===== config.mk =====
export PLATFORM = sky130hd
export DESIGN_NAME = supply_supervisor
export DESIGN_NICKNAME = d
export VERILOG_FILES = /design/src/rtl/sup_pkg.sv /design/src/rtl/sup_reset_gen.sv /design/src/rtl/sup_watchdog.sv /design/src/rtl/sup_out_gate.sv /design/src/rtl/supply_supervisor.sv
export SDC_FILE = /design/constraint.sdc
export NUM_CORES = 1
export LEC_CHECK = 0
export ABC_AREA = 1
export BUFFER_PORTS_ARGS = -buffer_cell sky130_fd_sc_hd__buf_2
export CAP_MARGIN = 15
export CELL_PAD_IN_SITES_DETAIL_PLACEMENT = 0
export CELL_PAD_IN_SITES_GLOBAL_PLACEMENT = 1
export CORE_UTILIZATION = 38
export CTS_CLUSTER_SIZE = 14
export DETAILED_ROUTE_END_ITERATION = 12
export HOLD_SLACK_MARGIN = 0.03
export MAX_ROUTING_LAYER = met4
export PLACE_DENSITY_LB_ADDON = 0.05
export SKIP_LAST_GASP = 1
export SYNTH_ARGS = -nofsm -noshare
export SYNTH_HDL_FRONTEND = slang
export SYNTH_SLANG_ARGS = --single-unit

===== constraint.sdc =====
create_clock -name clk -period 1.6 [get_ports clk]
set_input_delay 0.08 -clock clk [delete_from_list [all_inputs] [get_ports clk]]
set_output_delay 0.08 -clock clk [all_outputs]
set_load 0.02 [all_outputs]

===== src/rtl/sup_pkg.sv =====
// Shared types and helpers for the supply supervisor.
// Assumes: all counters run from zero to a positive tick count minus one.
package sup_pkg;

    // Comparator flags, already synchronous to the block clock.
    typedef struct packed {
        logic below_thr;
        logic below_batt;
        logic pf_below;
    } sup_flags_t;

    // Watchdog window selection after a service edge.
    typedef enum logic {
        PER_LONG  = 1'b0,
        PER_SHORT = 1'b1
    } wd_per_e;

    // Bits needed to count 0 .. n-1 (at least one bit).
    function automatic int unsigned cnt_width(input int unsigned n);
        return (n < 2) ? 1 : $clog2(n);
    endfunction

endpackage


===== src/rtl/sup_reset_gen.sv =====
// Reset stretcher: holds reset active while the supply is bad or a watchdog
// bite arrives. It then keeps reset active for HOLD_TICKS more edges.
// Assumes: supply_bad and wd_bite are synchronous to clk; HOLD_TICKS >= 1.
module sup_reset_gen
    import sup_pkg::*;
#(
    parameter int unsigned HOLD_TICKS = 2000
) (
    input  logic clk,
    input  logic rst_n,
    input  logic supply_bad,
    input  logic wd_bite,
    output logic rst_act
);

    localparam int unsigned HW = cnt_width(HOLD_TICKS);
    localparam logic [HW-1:0] HOLD_LAST = HW'(HOLD_TICKS - 1);

    logic [HW-1:0] hold_cnt;

    // Hold counter: restart on any cause, count down the stretch after it.
    always_ff @(posedge clk) begin
        if (!rst_n) begin
            rst_act  <= 1'b1;
            hold_cnt <= '0;
        end else if (supply_bad || wd_bite) begin
            rst_act  <= 1'b1;
            hold_cnt <= '0;
        end else if (rst_act) begin
            if (hold_cnt == HOLD_LAST) begin
                rst_act  <= 1'b0;
                hold_cnt <= '0;
            end else begin
                hold_cnt <= hold_cnt + 1'b1;
            end
        end
    end

    // A bad supply at an edge leaves reset active after it.
    p_bad_forces_reset_r1: assert property (@(posedge clk) disable iff (!rst_n)
        supply_bad |=> rst_act);

    // Reset is never released before the stretch count is used up.
    p_hold_not_early_r2: assert property (@(posedge clk) disable iff (!rst_n)
        (rst_act && hold_cnt != HOLD_LAST) |=> rst_act);

    // A watchdog bite starts a fresh full-length stretch.
    p_bite_restarts_r4: assert property (@(posedge clk) disable iff (!rst_n)
        wd_bite |=> (rst_act && hold_cnt == '0));

endmodule


===== src/rtl/sup_watchdog.sv =====
// Watchdog timer: counts edges with no service toggle and raises a bite on
// the edge at which the window expires. The window after any reset is long.
// After a service edge the window follows the period select.
// Assumes: wdi is synchronous to clk; LONG_TICKS, SHORT_TICKS >= 1.
module sup_watchdog
    import sup_pkg::*;
#(
    parameter int unsigned LONG_TICKS  = 16000,
    parameter int unsigned SHORT_TICKS = 1000
) (
    input  logic    clk,
    input  logic    rst_n,
    input  logic    rst_act,
    input  logic    wd_en,
    input  wd_per_e wd_sel,
    input  logic    wdi,
    output logic    bite
);

    localparam int unsigned MAX_TICKS = (LONG_TICKS > SHORT_TICKS) ? LONG_TICKS : SHORT_TICKS;
    localparam int unsigned CW = cnt_width(MAX_TICKS);
    localparam logic [CW-1:0] LONG_LAST  = CW'(LONG_TICKS - 1);
    localparam logic [CW-1:0] SHORT_LAST = CW'(SHORT_TICKS - 1);
    localparam logic [CW-1:0] MAX_LAST   = CW'(MAX_TICKS - 1);

    logic          wdi_q;
    logic          kick;
    logic          use_long;
    logic [CW-1:0] wcnt;
    logic [CW-1:0] win_last;

    // Either edge of the service pin counts as a service.
    always_comb kick = wdi ^ wdi_q;

    // Window end: long after a reset, otherwise per the select input.
    always_comb win_last = (use_long || wd_sel == PER_LONG) ? LONG_LAST : SHORT_LAST;

    // Bite when the window is used up and no service arrives this edge.
    always_comb bite = wd_en && !rst_act && !kick && (wcnt >= win_last);

    // Delay the service pin by one edge for edge detection.
    always_ff @(posedge clk) begin
        if (!rst_n) wdi_q <= 1'b0;
        else        wdi_q <= wdi;
    end

    // Window counter and long-window flag.
    always_ff @(posedge clk) begin
        if (!rst_n) begin
            wcnt     <= '0;
            use_long <= 1'b1;
        end else if (rst_act || !wd_en) begin
            wcnt     <= '0;
            use_long <= 1'b1;
        end else if (kick) begin
            wcnt     <= '0;
            use_long <= 1'b0;
        end else if (bite) begin
            wcnt     <= '0;
        end else begin
            wcnt     <= wcnt + 1'b1;
        end
    end

    // A service edge clears the count and ends the long-window phase.
    p_kick_clears_r7: assert property (@(posedge clk) disable iff (!rst_n)
        (kick && wd_en && !rst_act) |=> (wcnt == '0 && !use_long));

    // Every reset re-arms the long window.
    p_long_after_reset_r5: assert property (@(posedge clk) disable iff (!rst_n)
        rst_act |=> use_long);

    // A disabled watchdog holds its count at zero.
    p_off_quiet_r8: assert property (@(posedge clk) disable iff (!rst_n)
        !wd_en |=> (wcnt == '0));

    // The count never passes the longest window.
    p_cnt_bound_r4: assert property (@(posedge clk) disable iff (!rst_n)
        wcnt <= MAX_LAST);

endmodule


===== src/rtl/sup_out_gate.sv =====
// Output gating: turns the comparator flags into the low-line, power-fail,
// battery-on and gated chip-enable outputs, and the combined bad-supply term.
// Assumes: flags are valid every cycle; purely combinational.
module sup_out_gate
    import sup_pkg::*;
(
    input  sup_flags_t flags,
    input  logic       ce_n_in,
    output logic       supply_bad,
    output logic       lowline_n,
    output logic       pfail_n,
    output logic       batt_on,
    output logic       ce_n_out
);

    // Supply is bad below the threshold or below the battery.
    always_comb supply_bad = flags.below_thr | flags.below_batt;

    // Flag outputs; power fail is forced on while running from the battery.
    always_comb begin
        lowline_n = ~supply_bad;
        batt_on   = flags.below_batt;
        pfail_n   = ~(flags.pf_below | flags.below_batt);
    end

    // Chip enable is blocked (driven high) below the reset threshold.
    always_comb ce_n_out = flags.below_thr ? 1'b1 : ce_n_in;

endmodule


===== src/rtl/supply_supervisor.sv =====
// Supply supervisor top: joins output gating, reset stretcher and watchdog.
// Assumes: all inputs synchronous to clk; WD_PRESENT = 0 removes the timer.
module supply_supervisor
    import sup_pkg::*;
#(
    parameter int unsigned HOLD_TICKS  = 2000,
    parameter int unsigned LONG_TICKS  = 16000,
    parameter int unsigned SHORT_TICKS = 1000,
    parameter bit          WD_PRESENT  = 1'b1
) (
    input  logic clk,
    input  logic rst_n,
    input  logic below_thr_i,
    input  logic below_batt_i,
    input  logic pf_below_i,
    input  logic wdi_i,
    input  logic wd_en_i,
    input  logic wd_short_i,
    input  logic ce_n_i,
    output logic reset_lo_o,
    output logic reset_hi_o,
    output logic lowline_n_o,
    output logic pfail_n_o,
    output logic batt_on_o,
    output logic ce_n_o
);

    sup_flags_t flags;
    logic       supply_bad;
    logic       rst_act;
    logic       wd_bite;

    // Gather the comparator flags.
    always_comb flags = '{below_thr: below_thr_i, below_batt: below_batt_i, pf_below: pf_below_i};

    sup_out_gate u_gate (
        .flags      (flags),
        .ce_n_in    (ce_n_i),
        .supply_bad (supply_bad),
        .lowline_n  (lowline_n_o),
        .pfail_n    (pfail_n_o),
        .batt_on    (batt_on_o),
        .ce_n_out   (ce_n_o)
    );

    sup_reset_gen #(.HOLD_TICKS(HOLD_TICKS)) u_rst (
        .clk        (clk),
        .rst_n      (rst_n),
        .supply_bad (supply_bad),
        .wd_bite    (wd_bite),
        .rst_act    (rst_act)
    );

    generate
        if (WD_PRESENT) begin : g_wd
            sup_watchdog #(.LONG_TICKS(LONG_TICKS), .SHORT_TICKS(SHORT_TICKS)) u_wd (
                .clk     (clk),
                .rst_n   (rst_n),
                .rst_act (rst_act),
                .wd_en   (wd_en_i),
                .wd_sel  (wd_per_e'(wd_short_i)),
                .wdi     (wdi_i),
                .bite    (wd_bite)
            );
        end else begin : g_no_wd
            assign wd_bite = 1'b0;
        end
    endgenerate

    // Both reset polarities come from the one stretcher state.
    always_comb begin
        reset_hi_o = rst_act;
        reset_lo_o = ~rst_act;
    end

    // The chip enable is blocked whenever the supply is below threshold.
    p_ce_blocked_r9: assert property (@(posedge clk) disable iff (!rst_n)
        below_thr_i |-> ce_n_o);

    // While running from the battery the power-fail flag is low.
    p_pfail_on_batt_r11: assert property (@(posedge clk) disable iff (!rst_n)
        below_batt_i |-> !pfail_n_o);

    // Reset held active through the synchronous reset.
    p_rst_hold_r13: assert property (@(posedge clk)
        !rst_n |=> !reset_lo_o);

endmodule


==> results.ini <==
[synthesis]
yosysWarnings = 0
synth_cells = 216
synth_top_area_frac = 0.3519
avgSynthCellArea_sq_um = 7.374
seq_area_frac_synth = 0.3519
synth-main-ff-cell = dfxtp_1
synth_edf_count = 0
ys_types = 34
syn-num-nets = 231
netlist_area_sq_um = 1593
synth_area_leader_cell = dfxtp_1
synth_seq_cells = 28
synth.area.top_cells = dfxtp_1 (35%), nand2_1 (9.4%), nor2_1 (8.0%)
synth-async-reset-ratio = 0

[sta]
fin_crit_sh = 1.056
layout_min_cycle_time_ps = 1690
slew_violations = 0
fin_ws_ps = -89.93
max_freq_mhz = 591.7
hold_viol_final = 0
maxSlewHeadroom = 0.6843
rsz0062_at_grt = true
fin_worst_skew_ps = 8.958
finalSetupViolCount = 23
tightest_slew_ps = 471.0

[clock_network]
cts_buffer_depth = 2
numCtsBuffers = 3
numClockSinks = 28
path_clk_slew_ps = 90
clk_latency_ps = 270
h-tree-depth = 1
cts-root-buf = clkbuf_8
cts_tree = done

[hold_path]
hold_class = in2reg
min_from = below_thr_i

[detailed_routing]
viasPerCell = 4.811
detail_route.wl_per_cell_microns = 11.94
drtPass1Iterations = 4
final_antenna_net_count = 0
drt_wl_total_mm = 3.607
drc = 0
vias = 1453
drt_iter0_drc = 50

[floorplan]
design.die.area_sq_um = 4454
io_pins = 15
dieWidth_microns = 66.74
die_h_microns = 66.74
core_sq_um = 4000
fp-row-count = 23
start_util = 0.3982

[power]
total_power_mw = 1.134
max-vdd-ir-drop_mv = 0.3205
p_leak_nw = 0.8185
powerDensity_nw_per_um2 = 539.6

[global_route]
antenna_found_initial = 0
grt_max_degree = 15
grt_pass1_vias = 1338
grt_pass1_wl_mm = 5.927
track_usage = 0.1808
grt_overflow = 0

[worst_setup_path]
worstSetupStartpoint = g_wd.u_wd.use_long
crit_chain = nor2_4 > ha_4 > a21o_4 > a21boi_4 > buf_4 > nand4_4 > a21oi_2
r2r_start = g_wd.u_wd.use_long
critical_path_class = reg2reg
crit_path_end_kind = flip-flop
worstPathMaxFanout = 7
cpMaxStageDelayCell = dfxtp_2
critical_path_required_ps = 1810
startpoint_type = flip-flop
crit_path_max_incr_delay_ps = 350
cp.arrival_ps = 1900

[final_layout]
n_antenna_cell = 0
postLayoutCoreUtil = 0.5252
syn_to_final_growth_pct = 31.89
stdcell_count = 302
fin_nets = 269
drive_gt1_frac = 0.3611

[placement]
portBuffers = 14
post-place-cells = 287
gp_congestion = 0.8140
hpwlAfterDp_mm = 2.570

[job]
maxCapViolations = 0

[outcome]
failed_checks = setup timing
status = complete, but fails checks

==> where the power goes <==
group / switching (mW) / internal [mW]
registers: 0.00170 / 0.699
logic: 0.0332 / 0.0262
clock network: 0.205 / 0.169
total: 0.240 / 0.894
==> cell families after synthesis <==
kind of cell,synth area share
simple gates,0.3794
buf+inv,0.08719
flops,0.3519
compound gates,0.05735
xor+xnor,0.07699
fa+ha+maj,0.04713
==> layer usage <==
metal | wire length, microns | global-route usage | vias to the layer above | part of all wire
met5 | 0 | - | - | 0
met4 | 37 | 0.06915 | 0 | 0.010
met3 | 129 | 0.03082 | 5 | 0.036
met2 | 1607 | 0.2702 | 28 | 0.45
met1 | 1834 | 0.2420 | 662 | 0.51
li1 | - | - | 758 | -
==> per-stage QoR <==
| step | hold WS, ps | setup TNS, ps | instance area [sq um] | setup slack (ps) |
|---|---|---|---|---|
| after floorplan | 173.5 | 0 | 1593 | 30.28 |
| after global placement | 279.5 | -2023 | 1785 | -115.1 |
| after detailed placement | 284.5 | -3305 | 1785 | -202.2 |
| after CTS | 108.0 | -1177 | 1978 | -84.46 |
| after global routing | 143.8 | -3721 | 2101 | -180.0 |
| final | 105.5 | -1184 | 2101 | -89.93 |
==> sequential cells by signal, indices dropped and copies added, names as in the netlist <==
| register | flops |
|---|---|
| g_wd.u_wd.wdi_q | 1 |
| g_wd.u_wd.wcnt | 14 |
| u_rst.rst_act | 1 |
| g_wd.u_wd.use_long | 1 |
| u_rst.hold_cnt | 11 |
==> final cells by class <==
class	instances	area (sq um)
inverters	25	96.34
clock buffers	3	41.29
repair buffers	37	271.5
well taps	50	62.56
multi-input cells	159	1067
fillers	393	1899
flip-flops and latches	28	561.8
==> cells in the final DEF (no fill, tap or decap), drive strengths merged, types with 2 or more instances in the layout <==
| cell type | count |
|---|---|
| nand2 | 46 |
| nor2 | 46 |
| buf | 35 |
| dfxtp | 28 |
| inv | 25 |
| nand3 | 14 |
| xor2 | 11 |
| nor3 | 8 |
| ha | 6 |
| o21ai | 5 |
| a21oi | 5 |
| nand4 | 5 |
| xnor2 | 3 |
| clkbuf | 3 |
| dlygate4sd3 | 2 |
| or2 | 2 |
| a21o | 2 |
==> critical path: cells and delay by family (launching register included) <==
kind                       cells  cell delay (ps)
adders and majority gates      1              230
buffers and inverters          1              140
DFF                            1              350
AOI/OAI and AO/OA              3              520
and+or+nand+nor                2              380
==> repair_timing <==
| item | 4_1_cts | 5_1_grt |
|---|---|---|
| gates resized for setup | 20 | 16 |
| hold buffers | 2 | 0 |
| buffers inserted | 3 | 6 |
| endpoints found under the hold margin | 1 | 0 |
| pin swaps | 14 | 12 |
| setup endpoints to repair | 25 | 26 |
| cloned | 0 | 1 |
==> synth_stat cells, types with 2 or more instances <==
master	instances
a21oi_1	5
o21ai_0	4
nor2_2	10
nor3_1	3
nor2_4	2
nand2_2	6
xor2_1	11
inv_1	21
buf_6	2
nand3_1	13
nand4_1	3
ha_1	6
nor2_1	34
inv_2	3
nor3_2	5
nand2_1	40
buf_4	2
dfxtp_1	28
xnor2_1	3
==> final timing paths <==
| check | endpoint | slack, ps | cells after the start |
|---|---|---|---|
| min | u_rst.rst_act | 110 | 3 |
| min reg2reg | g_wd.u_wd.wcnt[0] | 440 | 1 |
| max reg2reg | g_wd.u_wd.wcnt[12] | -90 | 7 |
| max | g_wd.u_wd.wcnt[12] | -90 | 7 |
Note: power is estimated with default switching activity, not from simulation.
